[src/rtl/ld_align_pkg.sv]
package ld_align_pkg;

    typedef enum logic [1:0] {
        SZ_BYTE     = 2'b00,
        SZ_HALF     = 2'b01,
        SZ_WORD     = 2'b10,
        SZ_WORD_ALT = 2'b11
    } ld_size_e;

    typedef struct packed {
        ld_size_e size;
        logic     sgn;
        logic     swap;
        logic     to_pc;
    } ld_desc_t;

endpackage

[src/rtl/ld_lane_pick.sv]
module ld_lane_pick #(
    parameter int DATA_W = 32,
    parameter int OFS_W  = $clog2(DATA_W / 8)
) (
    input  logic [DATA_W-1:0] rdata,
    input  logic [OFS_W-1:0]  ofs,
    output logic [DATA_W-1:0] rot_word,
    output logic [7:0]        byte_sel,
    output logic [15:0]       half_sel
);
    localparam int LANES = DATA_W / 8;

    logic [7:0] lane [LANES];

    // split the bus word into byte lanes, then rebuild it rotated
    for (genvar g = 0; g < LANES; g++) begin : g_lane
        assign lane[g] = rdata[8*g +: 8];
        assign rot_word[8*g +: 8] = lane[OFS_W'(g + int'(ofs))];
    end

    assign byte_sel = lane[ofs];
    assign half_sel = {lane[{ofs[OFS_W-1:1], 1'b1}], lane[{ofs[OFS_W-1:1], 1'b0}]};

endmodule

[src/rtl/ld_extend.sv]
module ld_extend
    import ld_align_pkg::*;
#(
    parameter int DATA_W      = 32,
    parameter bit PC_CLR_BIT0 = 1'b1
) (
    input  ld_desc_t          desc,
    input  logic [DATA_W-1:0] rot_word,
    input  logic [7:0]        byte_sel,
    input  logic [15:0]       half_sel,
    output logic [DATA_W-1:0] value
);
    logic do_sign;

    always_comb begin
        do_sign = desc.sgn && !desc.swap;
        value   = rot_word;
        unique case (desc.size)
            SZ_BYTE: value = do_sign ? {{(DATA_W-8){byte_sel[7]}}, byte_sel}
                                     : {{(DATA_W-8){1'b0}}, byte_sel};
            SZ_HALF: value = do_sign ? {{(DATA_W-16){half_sel[15]}}, half_sel}
                                     : {{(DATA_W-16){1'b0}}, half_sel};
            default: begin
                value = rot_word;
                if (PC_CLR_BIT0 && desc.to_pc && !desc.swap) value[0] = 1'b0;
            end
        endcase
    end

endmodule

[src/rtl/ld_align.sv]
module ld_align
    import ld_align_pkg::*;
#(
    parameter int DATA_W      = 32,
    parameter bit PC_CLR_BIT0 = 1'b1
) (
    input  logic              clk,
    input  logic              rst_n,
    input  logic              in_vld,
    input  logic [DATA_W-1:0] rdata,
    input  logic [1:0]        addr_lo,
    input  logic [1:0]        size,
    input  logic              sgn,
    input  logic              swap,
    input  logic              to_pc,
    output logic              out_vld,
    output logic [DATA_W-1:0] wdata
);
    localparam int OFS_W = $clog2(DATA_W / 8);

    typedef struct packed {
        logic              vld;
        logic [DATA_W-1:0] data;
    } st_t;

    st_t               st_d, st_q;
    ld_desc_t          desc;
    logic [DATA_W-1:0] rot_word, ext_val;
    logic [7:0]        byte_sel;
    logic [15:0]       half_sel;

    assign desc = '{size: ld_size_e'(size), sgn: sgn, swap: swap, to_pc: to_pc};

    ld_lane_pick #(.DATA_W(DATA_W), .OFS_W(OFS_W)) u_pick (
        .rdata    (rdata),
        .ofs      (OFS_W'(addr_lo)),
        .rot_word (rot_word),
        .byte_sel (byte_sel),
        .half_sel (half_sel)
    );

    ld_extend #(.DATA_W(DATA_W), .PC_CLR_BIT0(PC_CLR_BIT0)) u_ext (
        .desc     (desc),
        .rot_word (rot_word),
        .byte_sel (byte_sel),
        .half_sel (half_sel),
        .value    (ext_val)
    );

    always_comb begin
        st_d     = st_q;
        st_d.vld = in_vld;
        if (in_vld) st_d.data = ext_val;
    end

    always_ff @(posedge clk or negedge rst_n) begin
        if (!rst_n) st_q <= '0;
        else        st_q <= st_d;
    end

    assign out_vld = st_q.vld;
    assign wdata   = st_q.data;

endmodule

[config.mk]
export PLATFORM = sky130hd
export DESIGN_NAME = ld_align
export DESIGN_NICKNAME = d
export VERILOG_FILES = /design/src/rtl/ld_align_pkg.sv /design/src/rtl/ld_lane_pick.sv /design/src/rtl/ld_extend.sv /design/src/rtl/ld_align.sv
export SDC_FILE = /design/constraint.sdc
export NUM_CORES = 1
export LEC_CHECK = 0
export ABC_AREA = 1
export BUFFER_PORTS_ARGS = -buffer_cell sky130_fd_sc_hd__buf_4
export CORE_UTILIZATION = 41
export CTS_BUF_LIST = sky130_fd_sc_hd__clkbuf_16
export DETAILED_ROUTE_END_ITERATION = 16
export MAX_ROUTING_LAYER = met4
export PLACE_DENSITY = 0.73
export SYNTH_ARGS = -nofsm -noshare
export SYNTH_HDL_FRONTEND = slang
export SYNTH_SLANG_ARGS = --single-unit
[constraint.sdc]
create_clock -name clk -period 1 [get_ports clk]
set_clock_uncertainty 0.2 [all_clocks]
set_input_delay 0.05 -clock clk [delete_from_list [all_inputs] [get_ports clk]]
set_output_delay 0.05 -clock clk [all_outputs]
set_load 0.005 [all_outputs]
======== Yosys cells after proc, flatten, opt, wreduce, memory -nomap -nowiden ========
Cells that the tools add are included.
W data, S select, Z words.
storage, ports and cells
  register bits ........................... 33
  bits of input ports ..................... 42
cells by class
  reductions and logical operators ........ 4
  eq/ne operators ......................... 1
  muxes and demuxes ....................... 25
  add/subtract/negate cells ............... 3
  order comparisons ....................... 7
  bitwise operators ....................... 7
operator list
  cell                   number
  $bmux W8 S2            7
  $mux W8                14
  $mux W32               2
  $pmux W32 S2           1
  $ge A2 B3 Y1 const B   4
  $ge A3 B3 Y1 const B   3
  $not A2 Y3             3
  $not A2 Y2             4
  $add A2 B2 Y2 const A  2
  $add A1 B2 Y2 const A  1
  $eq A2 B1 Y1 const B   1
  $logic_and A1 B1 Y1    2
  $logic_not A2 Y1       1
  $logic_not A1 Y1       1
  $mux W1                1

======== Longest topological paths before layout ========
Gate-level depths: netlist of run 1.
  depth after elaboration ................. 6
  mapped depth ............................ 10
  depth with buffers taken out ............ 8

======== Cells and area by module ========
From an unflattened synthesis of run 1, not the netlist that was laid out.
unflattened totals
  cell total of the unflattened synthesis .. 530
  area, all modules ....................... 3047.9 um^2
modules (own cells, without submodules)
  module        instances  cells each  area each (um^2)
  ld_align      1          137         1317.5
  ld_lane_pick  1          272         1196.1
  ld_extend     1          121         534.3

======== Worst setup path after synthesis of run 1 ========
OpenSTA, ideal clock, no wires.
  path kind ............................... input -> register
  start point ............................. input port addr_lo[0]
  end point ............................... register st_q (netlist bit wdata[21])
  slack ................................... -165 ps
  path buffers ............................ 2
  arrival time ............................ 846 ps
  stages on the path ...................... 8
  setup time .............................. 118 ps
  required time ........................... 682 ps
  cells stage by stage .................... buf_6 -> nand2_1 -> nand3_2 -> nand3_4 -> nand2_4 -> buf_12 -> nor2_2 -> nor2_2
between the ends
  word-level cells in the longest chain between the ends .. 6
RTL lines
  what                                                             line                                    RTL
  start, declared                                                  ld_align.sv:11                          input logic [1:0] addr_lo,
  $add A2 B2 Y2 or $not A2 Y3 (tied branches)                      ld_lane_pick.sv:18, ld_lane_pick.sv:21
  $not A2 Y2 (implied by the code) or $bmux W8 S2 (tied branches)  ld_lane_pick.sv:18, ld_lane_pick.sv:21
  $bmux W8 S2 or $mux W8 (tied branches)                           ld_lane_pick.sv:18, ld_lane_pick.sv:21
  $mux W8, on equally long branches                                ld_lane_pick.sv:18, ld_lane_pick.sv:21
  $mux W8 (implied by the code) or $mux W32 (tied branches)        ld_lane_pick.sv:18, ld_extend.sv:19
  $pmux W32 S2 (*)                                                 ld_extend.sv:18                         unique case (desc.size)
  end signal, assigned                                             ld_align.sv:58                          else st_q <= st_d;
  end, declared                                                    ld_align.sv:26                          st_t st_d, st_q;
Mark *: on every way between the ends. The rest lies on a longest branch, timed or not. The select of a mux whose other input is x is not followed.
A chain may end at the register's enable or synchronous reset.

======== Worst setup path in the final report of run 1 ========
  start point ............................. register st_q (netlist bit wdata[23])
  end point ............................... output port wdata[23]
RTL lines
  what           line            RTL
  end, declared  ld_align.sv:17  output logic [DATA_W-1:0] wdata
No word-level cell between the ends.

==> results of run 1 <==
logic make-up (layout without fill, tap and decap cells):
group                  Yosys count  in the layout  share of synthesized area
DFF                             33             33                      0.301
AOI/OAI and AO/OA               38             38                     0.0694
buffers and inverters           68            188                      0.129
and+or+nand+nor                321            324                      0.501
metal layers:
layer  GRT usage  vias up  wire (um)
met4      0.0955        0        311
met2       0.468      174       5120
met3      0.0475       31        677
met5           -        -          0
met1       0.346     1653       4100
li1            -     1669          -
final timing paths:
| kind | endpoint | startpoint | slack, ns |
|---|---|---|---|
| worst max-delay path | wdata[23] | wdata[23] | -0.09 |
| worst min-delay path | wdata[0] | to_pc | -0.09 |
| worst max register to register | wdata[23] | wdata[23] | -0.03 |
| worst min register to register | wdata[5] | wdata[5] | 0.31 |
| max in group asynchronous | wdata[30] | rst_n | 0.20 |
| min in group asynchronous | wdata[16] | rst_n | 0.07 |
cell type report:
cell class / count / area [um^2]
Clock inverter: 3 / 17.5
Sequential cell: 33 / 826
Clock buffer: 5 / 125
Tap cell: 77 / 96.3
Multi-Input combinational cell: 362 / 2050
Fill cell: 484 / 1720
Inverter: 40 / 183
Timing Repair Buffer: 140 / 1360
synth_stat cells:
library cell  count
nor2_1           60
dfrtp_1          33
nand3_1          51
nand2_2           5
nand3_4           1
buf_2             9
buf_1             1
inv_4             2
nand4_1           2
clkinv_2          1
nand2_1         178
buf_12            1
a21oi_1          19
clkbuf_1          6
nor2_2           21
buf_6             6
o21ai_0          19
nand2_4           1
inv_2             1
nand3_2           2
inv_1            36
buf_4             5
through the flow:
step                      setup WS, ns  setup TNS [ns]  hold slack (ns)  total power [mW]
after detailed placement        -0.372           -8.65           -0.163              3.12
after global routing            -0.147           -2.82          -0.0692              5.46
after global placement          -0.329           -7.96           -0.177              3.08
after CTS                      -0.0869           -1.51          -0.0977              4.90
after floorplan                 -0.154           -2.78           -0.446              2.44
final                          -0.0922           -1.67          -0.0947              5.20
what timing repair did:
| item | in CTS | in global routing |
|---|---|---|
| setup buffers | 15 | 9 |
| endpoints found under the setup margin | 55 | 60 |
| endpoints found under the hold margin | 44 | 5 |
| gates resized for setup | 47 | 104 |
| gates cloned | 3 | 2 |
| pin swaps | 4 | 41 |
report_power, final:
part,internal (mW),total (mW),switching [mW]
combinational,1.03,2.03,1.00
clock,0.913,1.53,0.621
sequential,1.50,1.63,0.130
total,3.45,5.20,1.75
registers in the layout (all words and copies together), names as in the netlist:
signal,count
wdata,32
out_vld,1
worst min-delay path: stages:
cell     delay [ns]
buf_4          0.09
nand3_1        0.07
nand4_1        0.09
a21oi_1        0.05
==> out/results.tsv, run 1 <==
stage	metric	value	unit
finish	Layout Nets	624	
logic_synthesis	Synth area leaders	dfrtp_1, nand2_1, nand3_1	
finish	Final Util	0.730	
logic_synthesis	Net Count, Synth	502	
clocking	CTS Buf Count	5	
worst_setup_path	Cell Chain, Critical Path	buf_6	
logic_synthesis	flops & latches, synth	33	
timing	Worst Max-Slew Pin Slew	0.459	ns
worst_setup_path	highest cell delay on the worst timing path	0.42	ns
finish	synth-to-layout area growth	70.2	%
drt	via count	3527	
clocking	clock sinks	33	
logic_synthesis	Seq/Total Area, Yosys	0.301	
worst_setup_path	CP top delay family	flip-flops	
logic_synthesis	synth warn	0	
die	Die X	83.8	um
worst_setup_path	Crit Path Max Fanout	2	
place	placed insts	621	
hold_path	Hold Path Stages	4	
drt	Routed WL per cell	15.5	um
timing	final hold violations	8	
die	I/O Pins	75	
timing	Final Hold Slack	-0.0947	ns
logic_synthesis	Cells after Synth	460	
grt	total grt overflow	0	
drt	number of routed nets with antenna violations	0	
logic_synthesis	Cell Area, Synth	2740	um^2
timing	Final Worst Setup Slack	-0.0922	ns
place	PortBufs	74	
place	DP HPWL	6510	um
finish	most frequent cells in the layout	nand2_1, buf_4, nor2_1	
timing	final number of setup-violating endpoints	40	
grt	overall routing resource usage	0.281	
worst_setup_path	WP data required	0.75	ns
logic_synthesis	Synth top area share	0.301	
clocking	# hold bufs at CTS	2	
timing	Slew headroom	0.694	
grt	vias in the first global route	3142	
clocking	root buffer cell	clkbuf_16	
clocking	CTS H-tree lvls	2	
outcome	status	complete, but fails checks	
finish	layout cells sized above 1	0.453	
run	Max-cap violations	0	
timing	fmax	916	MHz
worst_setup_path	worst endpoint data arrival time	0.84	ns
drt	Routed WL	10200	um
logic_synthesis	dominant cell type by area after synthesis	dfrtp_1	
finish	cell area after layout	4660	um^2
clocking	clk slew on worst S/H paths	0.06	ns
drt	vias per cell	5.34	
timing	minimum clock period	1.09	ns
die	Starting Density	0.429	
power	Pleak	2.45	nW
worst_setup_path	CP Class	flop to output pin	
timing	Slew Limit Fails	0	
outcome	violated checks	negative hold slack, negative setup slack	
finish	fin cells	660	
clocking	worst skew pair latency	0.28	ns
die	core footprint	6390	um^2
die	chip height	83.8	um
power	worst vdd ir	0.954	mV
grt	pin count of the biggest net entering global routing	34	
clocking	clk buf depth	2	
drt	drt first pass iters	5	
die	DIE AREA	7020	um^2
place	Post-Place Cell Area	3650	um^2
worst_setup_path	CP bufs+invs	1	
hold_path	Hold Crit Class	primary input to flop	
finish	leading cell type in the layout, fill and taps excluded	nand2_1	
clocking	CTS tree	done	
place	final RePlAce weighted congestion	0.899	
worst_setup_path	Crit. path cell count	1	
drt	drt drc	0	
worst_setup_path	critical path capture point type	output pin	
drt	DR iter-0 viols	323	
finish	diode count	0	
grt	first-pass GRT wire length	15100	um
worst_setup_path	FF-to-FF path depth	3	
worst_setup_path	slowest CP cell	dfrtp_1	
worst_setup_path	Startpoint Class	flop	
power	PwrDens	1110	nW/um^2
grt	initial antenna violation count	0	
die	Cell Rows	29	
logic_synthesis	Avg Cell Area, Syn	5.96	um^2
timing	Final period util	1.09	
timing	unrepaired setup endpoints after global routing	yes	
logic_synthesis	number of distinct library cells after synthesis	22	
No activity file was read; power rests on OpenSTA's default activity.
==> inputs of run 2 (changes only) <==
--- a/config.mk
+++ b/config.mk
@@ -7,6 +7,7 @@
 export LEC_CHECK = 0
 export ABC_AREA = 1
 export BUFFER_PORTS_ARGS = -buffer_cell sky130_fd_sc_hd__buf_4
+export CORE_ASPECT_RATIO = 0.5
 export CORE_UTILIZATION = 41
 export CTS_BUF_LIST = sky130_fd_sc_hd__clkbuf_16
 export DETAILED_ROUTE_END_ITERATION = 16
==> run 2 against run 1 <==
  * Setup slack worse by 0.0085 ns
  * Critical path depth did not move
  * Register-to-register slack improved by 0.04 ns
  * Maximum frequency is 0.77% lower
  * Critical endpoint is now wdata[29]
  * Core utilization down 1.1 points
  * Combinational power is 5% lower
  * Via count shrank 4.6%
  * Cell count rose by 1.5%
  * Sequential share of layout area increased by 0.64 points
  * Highest routed layer unchanged
  * Clock power is essentially flat
  * Final area down 3.5%
  * The run still ends with negative hold slack, negative setup slack left
==> out/results.tsv, run 2 (same netlist as run 1, synthesis figures left out) <==
stage	metric	value	unit	change
hold_path	Hold Path Stages	5		+1
power	Sw Ratio	0.326		-0.0110
power	PwrDens	1120	nW/um^2	+0.76%
worst_setup_path	slowest CP cell	dfrtp_1		
timing	Slew Limit Fails	0		unchanged
finish	Final Util	0.720		-0.0108
grt	first-pass GRT wire length	14400	um	-4.3%
power	Sw Pwr	1.65	mW	-5.9%
grt	pin count of the biggest net entering global routing	34		unchanged
worst_setup_path	CP bufs+invs	1		unchanged
clocking	clk slew on worst S/H paths	0.06	ns	about the same
timing	Final period util	1.10		+0.00849
drt	DR iter-0 viols	309		-4.3%
outcome	violated checks	negative hold slack, negative setup slack		
timing	final number of setup-violating endpoints	44		+10%
drt	drt first pass iters	5		unchanged
clocking	CTS H-tree lvls	2		unchanged
power	P_int	3.41	mW	-1.1%
worst_setup_path	Startpoint Class	flop		
place	DP HPWL	6420	um	-1.4%
timing	Sum Neg Setup Slack	-1.33	ns	+0.341 ns
worst_setup_path	Worst R2R Setup Slack	0.01	ns	+0.04 ns
worst_setup_path	critical path capture point type	output pin		
drt	Routed WL per cell	14.1	um	-8.6%
die	core footprint	6260	um^2	-2.0%
grt	total grt overflow	0		unchanged
finish	max reg flops	32		unchanged
clocking	# hold bufs at CTS	1		-1
timing	final hold violations	9		+1
finish	leading cell type in the layout, fill and taps excluded	nand2_1		
grt	overall routing resource usage	0.275		-0.00578
worst_setup_path	CP Class	flop to output pin		
finish	cell area after layout	4500	um^2	-3.5%
place	PortBufs	74		unchanged
grt	initial antenna violation count	0		unchanged
worst_setup_path	worst endpoint data arrival time	0.85	ns	about the same
worst_setup_path	highest cell delay on the worst timing path	0.43	ns	about the same
place	final RePlAce weighted congestion	0.927		+3.1%
place	placed insts	640		+3.1%
timing	fmax	909	MHz	-0.77%
power	clock share of power	0.296		about the same
worst_setup_path	FF-to-FF path depth	3		unchanged
drt	vias per cell	5.02		-6.0%
finish	synth-to-layout area growth	64.2	%	
clocking	CTS Buf Count	5		unchanged
power	Gate power share	0.382		-0.009
die	DIE AREA	7040	um^2	+0.28%
worst_setup_path	r2r endpoint	wdata[10]		
finish	layout cells sized above 1	0.392		-0.0611
worst_setup_path	CP top delay family	flip-flops		
grt	vias in the first global route	2894		-7.9%
hold_path	HP Start	rdata[29]		
outcome	status	complete, but fails checks		
worst_setup_path	Cell Chain, Critical Path	buf_6		
die	Cell Rows	20		-31%
die	I/O Pins	75		unchanged
finish	most frequent cells in the layout	nand2_1, buf_4, nand3_1		
timing	unrepaired setup endpoints after global routing	yes		
timing	Final Hold Slack	-0.0724	ns	+0.0223 ns
place	Post-Place Cell Area	3700	um^2	+1.3%
finish	fin cells	670		+1.5%
drt	number of routed nets with antenna violations	0		unchanged
clocking	worst skew pair latency	0.27	ns	about the same
hold_path	worst hold path endpoint	wdata[13]		
timing	minimum clock period	1.10	ns	+0.00849 ns
place	Place WS	-0.366	ns	+0.00575 ns
clocking	CTS tree	done		
power	Pleak	2.37	nW	-3.3%
power	worst vdd ir	0.627	mV	-34%
finish	diode count	0		unchanged
worst_setup_path	Crit Path Max Fanout	2		unchanged
clocking	clk buf depth	2		unchanged
die	Die X	118	um	+40%
timing	Worst Max-Slew Pin Slew	0.447	ns	-0.0123 ns
worst_setup_path	WP data required	0.75	ns	about the same
run	Max-cap violations	0		unchanged
power	Reg power frac	0.322		+0.008
drt	drt drc	0		unchanged
die	chip height	59.8	um	-29%
finish	Layout Nets	623		-0.16%
drt	via count	3364		-4.6%
clocking	clock sinks	33		unchanged
clocking	root buffer cell	clkbuf_16		
timing	Slew headroom	0.702		+0.00821
hold_path	Hold Crit Class	primary input to flop		
die	Starting Density	0.438		+0.00893
timing	Final Worst Setup Slack	-0.101	ns	-0.00849 ns
drt	Routed WL	9470	um	-7.2%
worst_setup_path	reg2reg start	wdata[10]		
run 2: worst max-delay path by stage:
stage,start,to,slack [ns],cells past startpoint
after floorplan,addr_lo[0],wdata[30],-0.15,10
after global placement,addr_lo[0],wdata[18],-0.34,9
after detailed placement,addr_lo[0],wdata[18],-0.37,9
after CTS,wdata[29],wdata[29],-0.09,1
after global routing,wdata[29],wdata[29],-0.11,1
final,wdata[29],wdata[29],-0.10,1
run 2: worst reg2reg max path, stage by stage, from the launching register on:
cell and delay [ns]:
dfrtp_1 0.40, buf_4 0.14, nor2_1 0.09, nor2_1 0.06
run 2: final cells by class:
cell class / count / area [um^2]
Tap cell: 88 / 110
Inverter: 40 / 194
Clock buffer: 5 / 125
Multi-Input combinational cell: 362 / 1880
Fill cell: 506 / 1750
Sequential cell: 33 / 826
Timing Repair Buffer: 138 / 1340
Timing Repair inverter: 1 / 11.3
Clock inverter: 3 / 17.5
run 2: power by group through the flow:
| stage | Clock [mW] | Combinational, mW | Sequential, mW |
|---|---|---|---|
| floorplan | 0 | 0.816 | 1.62 |
| global placement | 0 | 1.50 | 1.61 |
| detailed placement | 0 | 1.51 | 1.62 |
| CTS | 1.51 | 1.73 | 1.62 |
| global route | 1.59 | 2.10 | 1.64 |
| finish | 1.50 | 1.93 | 1.63 |
run 2: metal layers:
layer,vias to the layer above,share of wire,GRT usage
li1,1667,-,-
met1,1542,0.46,0.379
met2,144,0.44,0.418
met3,11,0.097,0.0649
met4,0,0.0078,0.0440
met5,-,0,-
run 2: timing repair:
| action | in CTS | in global routing |
|---|---|---|
| buffers inserted | 11 | 5 |
| setup endpoints to repair | 48 | 57 |
| resized for setup | 45 | 62 |
| hold endpoints to repair | 44 | 6 |
| pin swaps | 4 | 26 |
| gates cloned | 3 | 4 |
run 2: stage by stage:
step,hold slack [ns],total power [mW]
after floorplan,-0.446,2.44
after detailed placement,-0.177,3.13
after global routing,-0.0542,5.33
after CTS,-0.0774,4.86
after global placement,-0.182,3.12
final,-0.0724,5.05
